## src/rtl/tmr_pkg.sv

```systemverilog
package tmr_pkg;
    localparam int ADDR_W = 5;
    localparam int CNT_W  = 16;

    localparam logic [ADDR_W-1:0] A_CNT_HI = 5'h00;
    localparam logic [ADDR_W-1:0] A_CNT_LO = 5'h01;
    localparam logic [ADDR_W-1:0] A_CTRL   = 5'h02;
    localparam logic [ADDR_W-1:0] A_CHMODE = 5'h03;
    localparam logic [ADDR_W-1:0] A_CHFLG  = 5'h04;
    localparam logic [ADDR_W-1:0] A_MFLG   = 5'h05;
    localparam logic [ADDR_W-1:0] A_PA_HI  = 5'h06;
    localparam logic [ADDR_W-1:0] A_PA_LO  = 5'h07;

    typedef struct packed {
        logic fast_clr;
        logic frz_stop;
        logic cnt_en;
    } ctrl_t;

    typedef struct packed {
        logic pa_edge;
        logic pa_ovf;
        logic cnt_ovf;
    } mflg_t;

    // Channel data window: bit 4 set, bits 3:1 pick the channel.
    function automatic logic is_chan(input logic [ADDR_W-1:0] a, input int n);
        return a[4] && (int'(a[3:1]) == n);
    endfunction
endpackage

```

## src/rtl/tmr_counter.sv

```systemverilog
module tmr_counter
    import tmr_pkg::*;
(
    input  logic             clk,
    input  logic             rst_n,
    input  logic             run,
    input  logic             ld_hi,
    input  logic             ld_lo,
    input  logic [7:0]       wdata,
    output logic [CNT_W-1:0] cnt_q,
    output logic             wrap
);
    localparam logic [CNT_W-1:0] CNT_MAX = '1;

    typedef struct packed {
        logic [CNT_W-1:0] cnt;
    } cnt_st_t;

    cnt_st_t st_d, st_q;

    always_comb begin
        st_d = st_q;
        wrap = 1'b0;
        if (ld_hi || ld_lo) begin
            if (ld_hi) st_d.cnt[15:8] = wdata;
            if (ld_lo) st_d.cnt[7:0]  = wdata;
        end else if (run) begin
            st_d.cnt = st_q.cnt + 1'b1;
            wrap     = (st_q.cnt == CNT_MAX);
        end
    end

    always_ff @(posedge clk or negedge rst_n) begin
        if (!rst_n) st_q <= '0;
        else        st_q <= st_d;
    end

    assign cnt_q = st_q.cnt;
endmodule

```

## src/rtl/tmr_regs.sv

```systemverilog
module tmr_regs
    import tmr_pkg::*;
#(
    parameter int NCH = 8
) (
    input  logic                   clk,
    input  logic                   rst_n,
    input  logic                   wr,
    input  logic [ADDR_W-1:0]      addr,
    input  logic [7:0]             wdata,
    output ctrl_t                  ctrl,
    output logic [NCH-1:0]         chmode,
    output logic [15:0]            pacnt,
    output logic [NCH-1:0][15:0]   chdat
);
    typedef struct packed {
        ctrl_t                 ctrl;
        logic [NCH-1:0]        chmode;
        logic [15:0]           pacnt;
        logic [NCH-1:0][15:0]  chdat;
    } regs_st_t;

    regs_st_t st_d, st_q;

    always_comb begin
        st_d = st_q;
        if (wr) begin
            if (addr == A_CTRL)   st_d.ctrl   = ctrl_t'(wdata[2:0]);
            if (addr == A_CHMODE) st_d.chmode = wdata[NCH-1:0];
            if (addr == A_PA_HI)  st_d.pacnt[15:8] = wdata;
            if (addr == A_PA_LO)  st_d.pacnt[7:0]  = wdata;
            for (int n = 0; n < NCH; n++) begin
                if (is_chan(addr, n)) begin
                    if (addr[0]) st_d.chdat[n][7:0]  = wdata;
                    else         st_d.chdat[n][15:8] = wdata;
                end
            end
        end
    end

    always_ff @(posedge clk or negedge rst_n) begin
        if (!rst_n) st_q <= '0;
        else        st_q <= st_d;
    end

    assign ctrl   = st_q.ctrl;
    assign chmode = st_q.chmode;
    assign pacnt  = st_q.pacnt;
    assign chdat  = st_q.chdat;
endmodule

```

## src/rtl/tmr_flags.sv

```systemverilog
module tmr_flags
    import tmr_pkg::*;
#(
    parameter int NCH = 8
) (
    input  logic              clk,
    input  logic              rst_n,
    input  logic              fast,
    input  logic              rd,
    input  logic              wr,
    input  logic [ADDR_W-1:0] addr,
    input  logic [7:0]        wdata,
    input  logic [NCH-1:0]    chmode,
    input  logic [NCH-1:0]    chan_evt,
    input  logic              ovf_evt,
    input  logic              pa_ovf_evt,
    input  logic              pa_edge_evt,
    output logic [NCH-1:0]    ch_flg,
    output mflg_t             mflg
);
    typedef struct packed {
        logic [NCH-1:0] ch;
        mflg_t          m;
    } flg_st_t;

    flg_st_t        st_d, st_q;
    logic [NCH-1:0] ch_clr;
    mflg_t          m_clr;
    logic           acc;

    always_comb begin
        acc    = rd || wr;
        ch_clr = '0;
        m_clr  = '0;
        if (fast) begin
            for (int n = 0; n < NCH; n++) begin
                if (is_chan(addr, n))
                    ch_clr[n] = chmode[n] ? wr : rd;
            end
            if (acc && (addr == A_CNT_HI || addr == A_CNT_LO))
                m_clr.cnt_ovf = 1'b1;
            if (acc && (addr == A_PA_HI || addr == A_PA_LO)) begin
                m_clr.pa_ovf  = 1'b1;
                m_clr.pa_edge = 1'b1;
            end
        end else if (wr) begin
            if (addr == A_CHFLG) ch_clr = wdata[NCH-1:0];
            if (addr == A_MFLG)  m_clr  = mflg_t'(wdata[2:0]);
        end

        st_d.ch        = (st_q.ch & ~ch_clr) | chan_evt;
        st_d.m.cnt_ovf = (st_q.m.cnt_ovf & ~m_clr.cnt_ovf) | ovf_evt;
        st_d.m.pa_ovf  = (st_q.m.pa_ovf  & ~m_clr.pa_ovf)  | pa_ovf_evt;
        st_d.m.pa_edge = (st_q.m.pa_edge & ~m_clr.pa_edge) | pa_edge_evt;
    end

    always_ff @(posedge clk or negedge rst_n) begin
        if (!rst_n) st_q <= '0;
        else        st_q <= st_d;
    end

    assign ch_flg = st_q.ch;
    assign mflg   = st_q.m;


    ch_set_chk: assert property (@(posedge clk) disable iff (!rst_n)
        (chan_evt != '0) |=> ((ch_flg & $past(chan_evt)) == $past(chan_evt)));


    zero_wr_keep_chk: assert property (@(posedge clk) disable iff (!rst_n)
        (!fast && wr && addr == A_CHFLG)
        |=> ((~$past(ch_flg) | ch_flg | $past(wdata[NCH-1:0])) == '1));


    fast_flgwr_chk: assert property (@(posedge clk) disable iff (!rst_n)
        (fast && wr && addr == A_CHFLG) |=> ((~$past(ch_flg) | ch_flg) == '1));


    pa_fastclr_chk: assert property (@(posedge clk) disable iff (!rst_n)
        (fast && (rd || wr) && (addr == A_PA_HI || addr == A_PA_LO)
         && !pa_ovf_evt && !pa_edge_evt) |=> (!mflg.pa_ovf && !mflg.pa_edge));
endmodule

```

## src/rtl/tmr_flagblk.sv

```systemverilog
module tmr_flagblk
    import tmr_pkg::*;
#(
    parameter int NCH = 8
) (
    input  logic              clk,
    input  logic              rst_n,
    input  logic [ADDR_W-1:0] bus_addr,
    input  logic              bus_rd,
    input  logic              bus_wr,
    input  logic [7:0]        bus_wdata,
    output logic [7:0]        bus_rdata,
    input  logic              frz_in,
    input  logic [NCH-1:0]    chan_evt,
    input  logic              pa_ovf_evt,
    input  logic              pa_edge_evt,
    output logic [CNT_W-1:0]  cnt_out
);
    ctrl_t                ctrl;
    logic [NCH-1:0]       chmode;
    logic [15:0]          pacnt;
    logic [NCH-1:0][15:0] chdat;
    logic [NCH-1:0]       ch_flg;
    mflg_t                mflg;
    logic                 run, wrap, ld_hi, ld_lo;
    logic [CNT_W-1:0]     cnt_q;

    assign run   = ctrl.cnt_en && !(ctrl.frz_stop && frz_in);
    assign ld_hi = bus_wr && (bus_addr == A_CNT_HI);
    assign ld_lo = bus_wr && (bus_addr == A_CNT_LO);

    tmr_counter u_cnt (
        .clk   (clk),
        .rst_n (rst_n),
        .run   (run),
        .ld_hi (ld_hi),
        .ld_lo (ld_lo),
        .wdata (bus_wdata),
        .cnt_q (cnt_q),
        .wrap  (wrap)
    );

    tmr_regs #(.NCH(NCH)) u_regs (
        .clk    (clk),
        .rst_n  (rst_n),
        .wr     (bus_wr),
        .addr   (bus_addr),
        .wdata  (bus_wdata),
        .ctrl   (ctrl),
        .chmode (chmode),
        .pacnt  (pacnt),
        .chdat  (chdat)
    );

    tmr_flags #(.NCH(NCH)) u_flags (
        .clk         (clk),
        .rst_n       (rst_n),
        .fast        (ctrl.fast_clr),
        .rd          (bus_rd),
        .wr          (bus_wr),
        .addr        (bus_addr),
        .wdata       (bus_wdata),
        .chmode      (chmode),
        .chan_evt    (chan_evt),
        .ovf_evt     (wrap),
        .pa_ovf_evt  (pa_ovf_evt),
        .pa_edge_evt (pa_edge_evt),
        .ch_flg      (ch_flg),
        .mflg        (mflg)
    );

    always_comb begin
        bus_rdata = '0;
        case (bus_addr)
            A_CNT_HI: bus_rdata = cnt_q[15:8];
            A_CNT_LO: bus_rdata = cnt_q[7:0];
            A_CTRL:   bus_rdata = {5'b0, ctrl};
            A_CHMODE: bus_rdata[NCH-1:0] = chmode;
            A_CHFLG:  bus_rdata[NCH-1:0] = ch_flg;
            A_MFLG:   bus_rdata = {5'b0, mflg};
            A_PA_HI:  bus_rdata = pacnt[15:8];
            A_PA_LO:  bus_rdata = pacnt[7:0];
            default: begin
                for (int n = 0; n < NCH; n++) begin
                    if (is_chan(bus_addr, n))
                        bus_rdata = bus_addr[0] ? chdat[n][7:0] : chdat[n][15:8];
                end
            end
        endcase
    end

    assign cnt_out = cnt_q;


    cnt_freeze_chk: assert property (@(posedge clk) disable iff (!rst_n)
        (ctrl.frz_stop && frz_in && !ld_hi && !ld_lo) |=> $stable(cnt_out));


    cnt_wrap_chk: assert property (@(posedge clk) disable iff (!rst_n)
        (cnt_out == 16'hFFFF && ctrl.cnt_en && !frz_in && !ld_hi && !ld_lo)
        |=> (cnt_out == 16'h0000 && mflg.cnt_ovf));
endmodule

```

## config.mk

```make
export PLATFORM = sky130hd
export DESIGN_NAME = tmr_flagblk
export DESIGN_NICKNAME = d
export VERILOG_FILES = /design/src/rtl/tmr_pkg.sv /design/src/rtl/tmr_counter.sv /design/src/rtl/tmr_regs.sv /design/src/rtl/tmr_flags.sv /design/src/rtl/tmr_flagblk.sv
export SDC_FILE = /design/constraint.sdc
export NUM_CORES = 1
export LEC_CHECK = 0
export BUFFER_PORTS_ARGS = -buffer_cell sky130_fd_sc_hd__buf_2
export CAP_MARGIN = 20
export CORE_MARGIN = 2
export CORE_UTILIZATION = 61
export DETAILED_ROUTE_END_ITERATION = 10
export PLACE_DENSITY = 0.82
export SYNTH_ARGS = -nofsm -noshare
export SYNTH_HDL_FRONTEND = slang
export SYNTH_SLANG_ARGS = --single-unit
```

## constraint.sdc

```tcl
create_clock -name clk -period 1.9 [get_ports clk]
set_input_delay 0.095 -clock clk [delete_from_list [all_inputs] [get_ports clk]]
set_output_delay 0.095 -clock clk [all_outputs]
set_load 0.01 [all_outputs]
```

* Word level (Yosys, flattened, before mapping)
Index checks and enable logic that the tools add are counted.
** Cells by class
- $add $sub $neg :: 1
- Eq/ne operators :: 17
- Mux-type cells :: 47
- Bitwise logic cells :: 13
- Reduce and logical (&&, ||, !) cells :: 44
** Operators by type and width (count)
- two-way mux 8 bit :: 21
- case mux 8 bit (8 select lines) :: 1
- AND reduction 3 bit :: 16
- two-way mux 16 bit :: 2
- equality test 5 x 3 -> 1 bit, second input constant :: 4
- two-way mux 1 bit :: 19
- adder 16 x 1 -> 16 bit, second input constant :: 1
- equality test 16 bit, second input constant :: 1
- logical AND 1 bit :: 14
- equality test 3 bit, second input constant :: 4
- AND reduction 2 bit :: 6
- equality test 5 x 2 -> 1 bit, second input constant :: 2
- two-way mux 3 bit :: 3
- bitwise AND 8 bit :: 1
- inverter 8 bit :: 1
- OR 8 bit :: 1
- equality test 3 x 2 -> 1 bit, second input constant :: 2
- equality test 5 x 1 -> 1 bit, second input constant :: 1
- zero test 5 bit :: 1
- logical OR 1 bit :: 4
- != test 2 x 1 -> 1 bit, second input constant :: 2
- inverter 1 bit :: 4
- bitwise AND 1 bit :: 3
- equality test 3 x 1 -> 1 bit, second input constant :: 1
- other kinds (5) :: 7
** Storage, ports and cells
- Register bits after elaboration :: 182
- Input port bits :: 28

* Logic depth before layout (Yosys ltp)
Gate-level depths: netlist (run 1).
- Depth after elaboration :: 11
- Depth in mapped cells :: 9
- Mapped depth without buffers :: 6

* By module
From an unflattened synthesis (run 1), not the netlist that was laid out.
** Second synthesis, totals
- Cell total of the unflattened synthesis :: 748
- Area, all modules :: 9435.3 um^2
** By module, submodules not included
- tmr_regs :: instances 1, cells each 364, area an instance 6003.3 um^2, sequential area each 3878.7 um^2
- tmr_flagblk :: instances 1, cells each 201, area an instance 1666.6 um^2, sequential area each 0.0 um^2
- tmr_counter :: instances 1, cells each 118, area an instance 1054.8 um^2, sequential area each 400.4 um^2
- tmr_flags :: instances 1, cells each 65, area an instance 710.7 um^2, sequential area each 275.3 um^2

* Least setup slack after synthesis (run 1)
Ideal clock, no wire load.
- Path type :: reg2reg
- From :: register u_cnt.st_q (netlist bit u_cnt.cnt_q[4])
- To :: register u_cnt.st_q (netlist bit u_cnt.cnt_q[14])
- Library setup time :: 0.127 ns
- Arrival time :: 1.614 ns
- Required time :: 1.773 ns
- Setup slack :: 0.159 ns
- Cell stages (with the launch flop) :: 6
- Buffers on the path :: 0
- Path through :: dfrtp_1 nand3_1 nor4_1 nand3_1 o22ai_1 o2bb2a_1
** Between the ends
- Word-level cells in the longest chain between the ends :: 3
** RTL lines
- start, declared :: RTL line tmr_counter.sv:19 : cnt_st_t st_d, st_q;
- start signal, assigned :: RTL line tmr_counter.sv:35 : else st_q <= st_d;
- adder 16 x 1 -> 16 bit :: RTL line tmr_counter.sv:28 : st_d.cnt = st_q.cnt + 1'b1;
- two-way mux 16 bit :: RTL line tmr_counter.sv:27 : end else if (run) begin
- two-way mux 16 bit :: RTL line tmr_counter.sv:24 : if (ld_hi || ld_lo) begin
Every way passes these cells. The select of a mux whose other input is x is not followed.
A chain may end at the register's enable or synchronous reset.

* Worst setup path in the final report (run 1)
- From :: register u_regs.st_q (netlist bit u_regs.chdat[29])
- To :: output bus_rdata[5]
** Between the ends
- Word-level cells in the longest chain between the ends :: 9
** RTL lines
- start, declared :: RTL line tmr_regs.sv:23 : regs_st_t st_d, st_q;
- start signal, assigned :: RTL line tmr_regs.sv:43 : else st_q <= st_d;
- two-way mux 8 bit :: RTL line tmr_flagblk.sv:86 : bus_rdata = bus_addr[0] ? chdat[n][7:0] : chdat[n][15:8];
- two-way mux 8 bit (7 in series) :: RTL line tmr_flagblk.sv:85 : if (is_chan(bus_addr, n))
- case mux 8 bit (8 select lines) :: RTL line tmr_flagblk.sv:74 : case (bus_addr)
- end, declared :: RTL line tmr_flagblk.sv:12 : output logic [7:0] bus_rdata,
Every way passes these cells.

==> impl_metrics.tcl, run 1 <==
set metrics [dict create \
    status "finished with violations" \
    violations "negative setup slack" \
    skew_ns 0.00759 \
    grt_use_total 0.363 \
    die-area_um2 16200 \
    routed_wl_mm 28.3 \
    async_reset_ff_frac 1.00 \
    power-per-cell-area_nw_per_um2 1010 \
    finalHoldViolCount 0 \
    critPathMaxStageDelay_ns 0.42 \
    vias_per_cell 6.68 \
    hpwl_mm 19.3 \
    area_growth_pct 23.3 \
    r2r_setup_slack_ns 0.12 \
    worst_path_max_delay_cell "dfrtp_1" \
    grt_pass1_wl_mm 44.2 \
    rr_startpoint "u_cnt.cnt_q[8]$_DFFE_PN0P_" \
    ys_seq_area_frac 0.491 \
    cts_buffers 17 \
    synth_warnings 0 \
    crit_chain "mux2i_2 -> o22ai_1 -> o32ai_2 -> o2111ai_2 -> a22o_1 -> buf_2" \
    clkSinkCount 182 \
    die_w_um 127 \
    syn_area_per_cell_um2 11.8 \
    grt_max_degree 69 \
    holdCritPathClass "primary input to flop" \
    setup_ws_ns -0.264 \
    hold_end "u_flags.mflg[0]$_DFF_PN0_" \
    antenna_cells 0 \
    num_rows 45 \
    drt_iter0_markers 746 \
    postPlaceCellArea_um2 10400 \
    min_from "frz_in" \
    crit_path_end_kind "output pin" \
    clk_latency_ns 0.44 \
    gr-total-overflow 0 \
    max_cap_violations 0 \
    drv_slew 0 \
    finalCritPeriodShare 1.14 \
    fmax_mhz 462 \
    setup_tns_ns -1.48 \
    route.vias.total 7527 \
    path_clk_slew_ns 0.07 \
    max-vdd-ir-drop_uv 1090 \
    ios 52 \
    arrival_ns 2.07 \
    setup_viol 8 \
    synth-main-ff-cell "dfrtp_1" \
    fp.dieH_um 127 \
    power_uw 11500 \
    synth_cell_types 61 \
    start_kind "flop" \
    syn_inst 784 \
    cts_buffer_depth 2 \
    cts_tree "yes" \
    total_leakage_power_uw 0.00513 \
    min_delay_path_depth 4 \
    drtPass1Iterations 5 \
    cp_data_required_time_ns 1.80 \
    port_buffers 51 \
    grt_pass1_vias 7818 \
    worstReg2RegEnd "u_cnt.cnt_q[15]$_DFFE_PN0P_" \
    worst_pin_slew_ns 0.705 \
    worst-path-max-fanout 2 \
    place.gp.congestion 0.988 \
    fin_area_um2 11400 \
    criticalPathCategory "flop to output pin" \
    drc 0 \
    synth_nets 813 \
    synth_seq_cells 182 \
    root_buffer "clkbuf_16" \
    wl_per_cell_um 25.1 \
    ant_nets 0 \
    core_um2 15000 \
    finalCriticalPeriod_ns 2.16 \
    start_util 0.617 \
    synth_area_um2 9280 \
    htreeDepth 4 \
    drive_above_1_share 0.449 \
    antenna_found_initial 0 \
    maxSlewHeadroom 0.530 \
    rsz0062_at_grt "true" \
    r2r_cells 8 \
    layout.nets 955 \
    synth_edf_count 0 \
]
==> synth_stat cells (4+ instances only) <==
cell      number  area (um2)
o22ai_1       24         150
nor3_1         5        25.0
a31oi_1        7        43.8
mux4_2         6         135
clkbuf_1      32         120
nand2b_1       6        37.5
nand2_1       42         158
a22o_1         6        52.6
nor2_2        12        75.1
a21oi_1       26         130
o21ai_0       36         180
nand4_1        5        31.3
nor2b_1        8        50.1
a32oi_1        6        52.6
buf_1          4        15.0
inv_1          4        15.0
nor2_1        22        82.6
a21o_1         8        60.1
mux2i_1       69         691
mux2_2       155        1750
a22oi_1       10        75.1
buf_2         12        60.1
buf_4          6        45.0
a221oi_1       5        43.8
dfrtp_1      182        4550
nand3_1       19        95.1
and3_1         5        31.3
==> worst max-delay path by stage <==
stage | from | end
floorplan | u_cnt.cnt_q[4]$_DFFE_PN0P_ | u_cnt.cnt_q[14]$_DFFE_PN0P_
global placement | bus_addr[0] | bus_rdata[5]
detailed placement | bus_addr[0] | bus_rdata[6]
CTS | u_regs.chdat[39]$_DFFE_PN0P_ | bus_rdata[7]
global route | u_regs.chdat[77]$_DFFE_PN0P_ | bus_rdata[5]
finish | u_regs.chdat[29]$_DFFE_PN0P_ | bus_rdata[5]
==> per-stage QoR <==
| stage | hold WS, ns | worst slack, ns | instances | util |
|---|---|---|---|---|
| global placement | 0.135 | -0.0660 | 1074 | 0.693 |
| global route | 0.151 | -0.312 | 1127 | 0.761 |
| finish | 0.150 | -0.264 | 1127 | 0.761 |
| floorplan | -0.201 | 0.159 | 784 | - |
| detailed placement | 0.153 | -0.112 | 1074 | 0.693 |
| CTS | 0.125 | -0.242 | 1126 | 0.757 |
==> logic make-up (layout without fill, tap and decap cells) <==
kind of cell    count (synthesis)  after routing  share of synthesized area
compound gates                160            160                      0.114
xor+xnor                        1              1                   0.000944
fa+ha+maj                       1              1                    0.00135
buf+inv                        60            215                     0.0299
flops                         182            182                      0.491
mux                           231            231                      0.278
simple gates                  149            149                     0.0847
==> critical path, delay by kind of cell (launching register included) <==
kind            cells  cell delay (ns)
compound gates      4             0.81
buf+inv             1             0.14
flops               1             0.42
mux                 1             0.27
==> sequential cells by signal, summed over array words and instances, names as in the netlist <==
name / count
u_cnt.cnt_q: 16
u_regs.pacnt: 16
u_flags.mflg: 3
u_regs.chdat: 128
u_regs.chmode: 8
u_regs.ctrl: 3
u_flags.ch_flg: 8
==> metal layers <==
metal  vias to the layer above  global-route usage  routed length, um
met5                         -                   0                  0
met4                         0               0.191               1450
met3                       109              0.0796               2090
met2                       386               0.583              13600
met1                      3834               0.468              11200
li1                       3198                   -                  -
==> cell type report <==
class	instances	area, um2
multi-input cells	542	4660
flip-flops and latches	182	4560
fillers	960	3590
repair buffers	179	1360
clock buffers	19	453
well taps	188	235
clock inverters	13	159
inverters	4	15.0
==> where the power goes <==
part,switching [uW],internal (uW)
Sequential,589,4620
Combinational,1320,1370
Clock,1690,1950
Total,3600,7940
==> cell usage in the layout, fill, tap and decap left out, drive strengths merged, types with 4 or more instances in the layout <==
cell,n
a221oi,5
dfrtp,182
dlygate4sd3,11
a21o,8
nand3,19
buf,168
mux2i,69
a31oi,7
a32oi,6
clkbuf,19
nand4,5
clkinv,4
nor2b,8
and3,5
a22o,6
nor2,35
o22ai,25
mux2,156
nand2b,6
inv,11
a22oi,10
o21ai,38
a21oi,26
mux4,6
nand2,43
nor3,7
==> timing repair <==
| action | 4_1_cts | 5_1_grt |
|---|---|---|
| endpoints found under the setup margin | 8 | 8 |
| resized for setup | 34 | 11 |
| buffers inserted | 10 | 1 |
| endpoints found under the hold margin | 71 | 0 |
| hold buffers | 11 | 0 |
| gates cloned | 0 | 0 |
| pin swaps | 14 | 5 |
(Power assumes the default switching activity.)
==> run 2: changes to the inputs <==
CELL_PAD_IN_SITES_DETAIL_PLACEMENT = 1   (was default)
CELL_PAD_IN_SITES_GLOBAL_PLACEMENT = 2   (was default)
CORE_UTILIZATION = 42   (was 61)
==> impl_metrics.tcl, run 2 (synthesis results as in run 1) <==
set metrics [dict create \
    hold-worst-slack_ns 0.183 \
    place.gp.congestion 0.927 \
    mostFrequentLayoutCells "dfrtp_1, mux2_2, buf_4" \
    switching_share 0.308 \
    worst_pin_slew_ns 0.634 \
    finalHoldViolCount 0 \
    finalCritPeriodShare 1.12 \
    criticalPathCategory "flop to output pin" \
    fp.dieH_um 153 \
    gr-total-overflow 0 \
    setup_viol 8 \
    finalCriticalPeriod_ns 2.13 \
    internal-power_uw 8160 \
    grt_pass1_vias 8091 \
    worst-path-max-fanout 2 \
    nFillCells 2235 \
    violations "negative setup slack" \
    grt_pass1_wl_mm 48.4 \
    route.vias.total 7341 \
    status "finished with violations" \
    start_util 0.427 \
    num_rows 54 \
    rsz0062_at_grt "true" \
    largest_reg_flops 128 \
    path_clk_slew_ns 0.07 \
    vias_per_cell 6.00 \
    pre_cts_ws_ns -0.193 \
    drt_iter0_markers 427 \
    die-area_um2 23300 \
    highest_layer "met4" \
    port_buffers 51 \
    regArea_um2 4560 \
    wl_per_cell_um 25.5 \
    cts_buffer_depth 2 \
    crit_path_end_kind "output pin" \
    multi_input_area_um2 4690 \
    max-vdd-ir-drop_uv 521 \
    fmax_mhz 468 \
    root_buffer "clkbuf_16" \
    holdCritPathClass "primary input to asynchronous set/reset pin" \
    wl_met2_mm 15.4 \
    drtPass1Iterations 4 \
    clkSinkCount 182 \
    drv_slew 0 \
    hpwl_mm 21.8 \
    htreeDepth 4 \
    power_uw 11800 \
    skew_ns 0.0124 \
    crit_chain "mux4_2 -> nor2b_4 -> o22ai_2 -> a221oi_2 -> o21a_1 -> buf_2" \
    arrival_ns 2.04 \
    clk_latency_ns 0.44 \
    grt_use_total 0.271 \
    power.switching_uw 3640 \
    wl_met1_mm 13.0 \
    ios 52 \
    grt_max_degree 51 \
    setup_ws_ns -0.235 \
    maxSlewHeadroom 0.577 \
    power-per-cell-area_nw_per_um2 1010 \
    routed_wl_mm 31.2 \
    total_leakage_power_uw 0.00518 \
    max_cap_violations 0 \
    power.clock.fraction 0.319 \
    area_growth_pct 25.6 \
    critPathBufInv 1 \
    final_common_cell "dfrtp_1" \
    layout.nets 958 \
    start_kind "flop" \
    antenna_found_initial 2 \
    met3_wirelength_mm 1.81 \
    drc 0 \
    drive_above_1_share 0.456 \
    path_delay_family "multiplexers" \
    seqPwrFrac 0.439 \
    die_w_um 153 \
    ant_nets 0 \
    critPathMaxStageDelay_ns 0.51 \
    core_um2 21800 \
    combPwrFrac 0.242 \
    cts_buffers 17 \
    worst_path_max_delay_cell "mux4_2" \
    cts_tree "yes" \
    cp_data_required_time_ns 1.80 \
]
[run 2: power by group through the flow]
| stage | sequential, uW | combinational (uW) | clock (uW) |
|---|---|---|---|
| floorplan | 5110 | 1420 | 0 |
| global placement | 5170 | 2460 | 0 |
| detailed placement | 5240 | 2560 | 0 |
| CTS | 5170 | 2780 | 3820 |
| global route | 5260 | 3060 | 3980 |
| finish | 5180 | 2860 | 3760 |
[run 2: layout make-up]
class / count / area share
Sequential cell: 182 / 0.391
Antenna cell: 2 / 0.000429
Multi-Input combinational cell: 542 / 0.402
Clock buffer: 18 / 0.0368
Clock inverter: 14 / 0.0160
Timing Repair Buffer: 182 / 0.122
Tap cell: 280 / 0.0300
Inverter: 4 / 0.00129
[run 2: per-stage QoR]
step                      utilization  TNS [ns]  instance area [um2]  std cells
after detailed placement        0.486     -2.50                10600       1167
after global routing            0.536     -1.88                11700       1222
after floorplan                     -         0                 9280        784
after global placement          0.486     -1.14                10600       1167
final                           0.536     -1.47                11700       1224
after CTS                       0.532     -1.61                11600       1219
[run 2: path summary, 6_finish.rpt]
path | startpoint | endpoint | slack [ns] | cells after the start
worst max-delay path | u_regs.chdat[39]$_DFFE_PN0P_ | bus_rdata[7] | -0.23 | 6
worst min-delay path | rst_n | u_regs.pacnt[9]$_DFFE_PN0P_ | 0.18 | 2
worst max register to register | u_cnt.cnt_q[5]$_DFFE_PN0P_ | u_cnt.cnt_q[12]$_DFFE_PN0P_ | 0.11 | 6
worst min register to register | u_flags.ch_flg[1]$_DFF_PN0_ | u_flags.ch_flg[1]$_DFF_PN0_ | 0.49 | 1
max in group asynchronous | rst_n | u_cnt.cnt_q[0]$_DFFE_PN0P_ | 1.03 | 3
min in group clk | frz_in | u_flags.mflg[0]$_DFF_PN0_ | 0.19 | 4
[run 2: routing by layer]
metal,global-route usage,up-vias
met5,0,-
met4,0.100,0
met3,0.0549,63
met2,0.459,232
met1,0.344,3830
li1,-,3216
[run 2: repair_timing]
action / CTS / global route
resized for setup: 39 / 16
setup endpoints to repair: 9 / 9
hold buffers: 11 / 0
endpoints found under the hold margin: 53 / 0
pin swaps: 14 / 7
setup buffers: 10 / 4
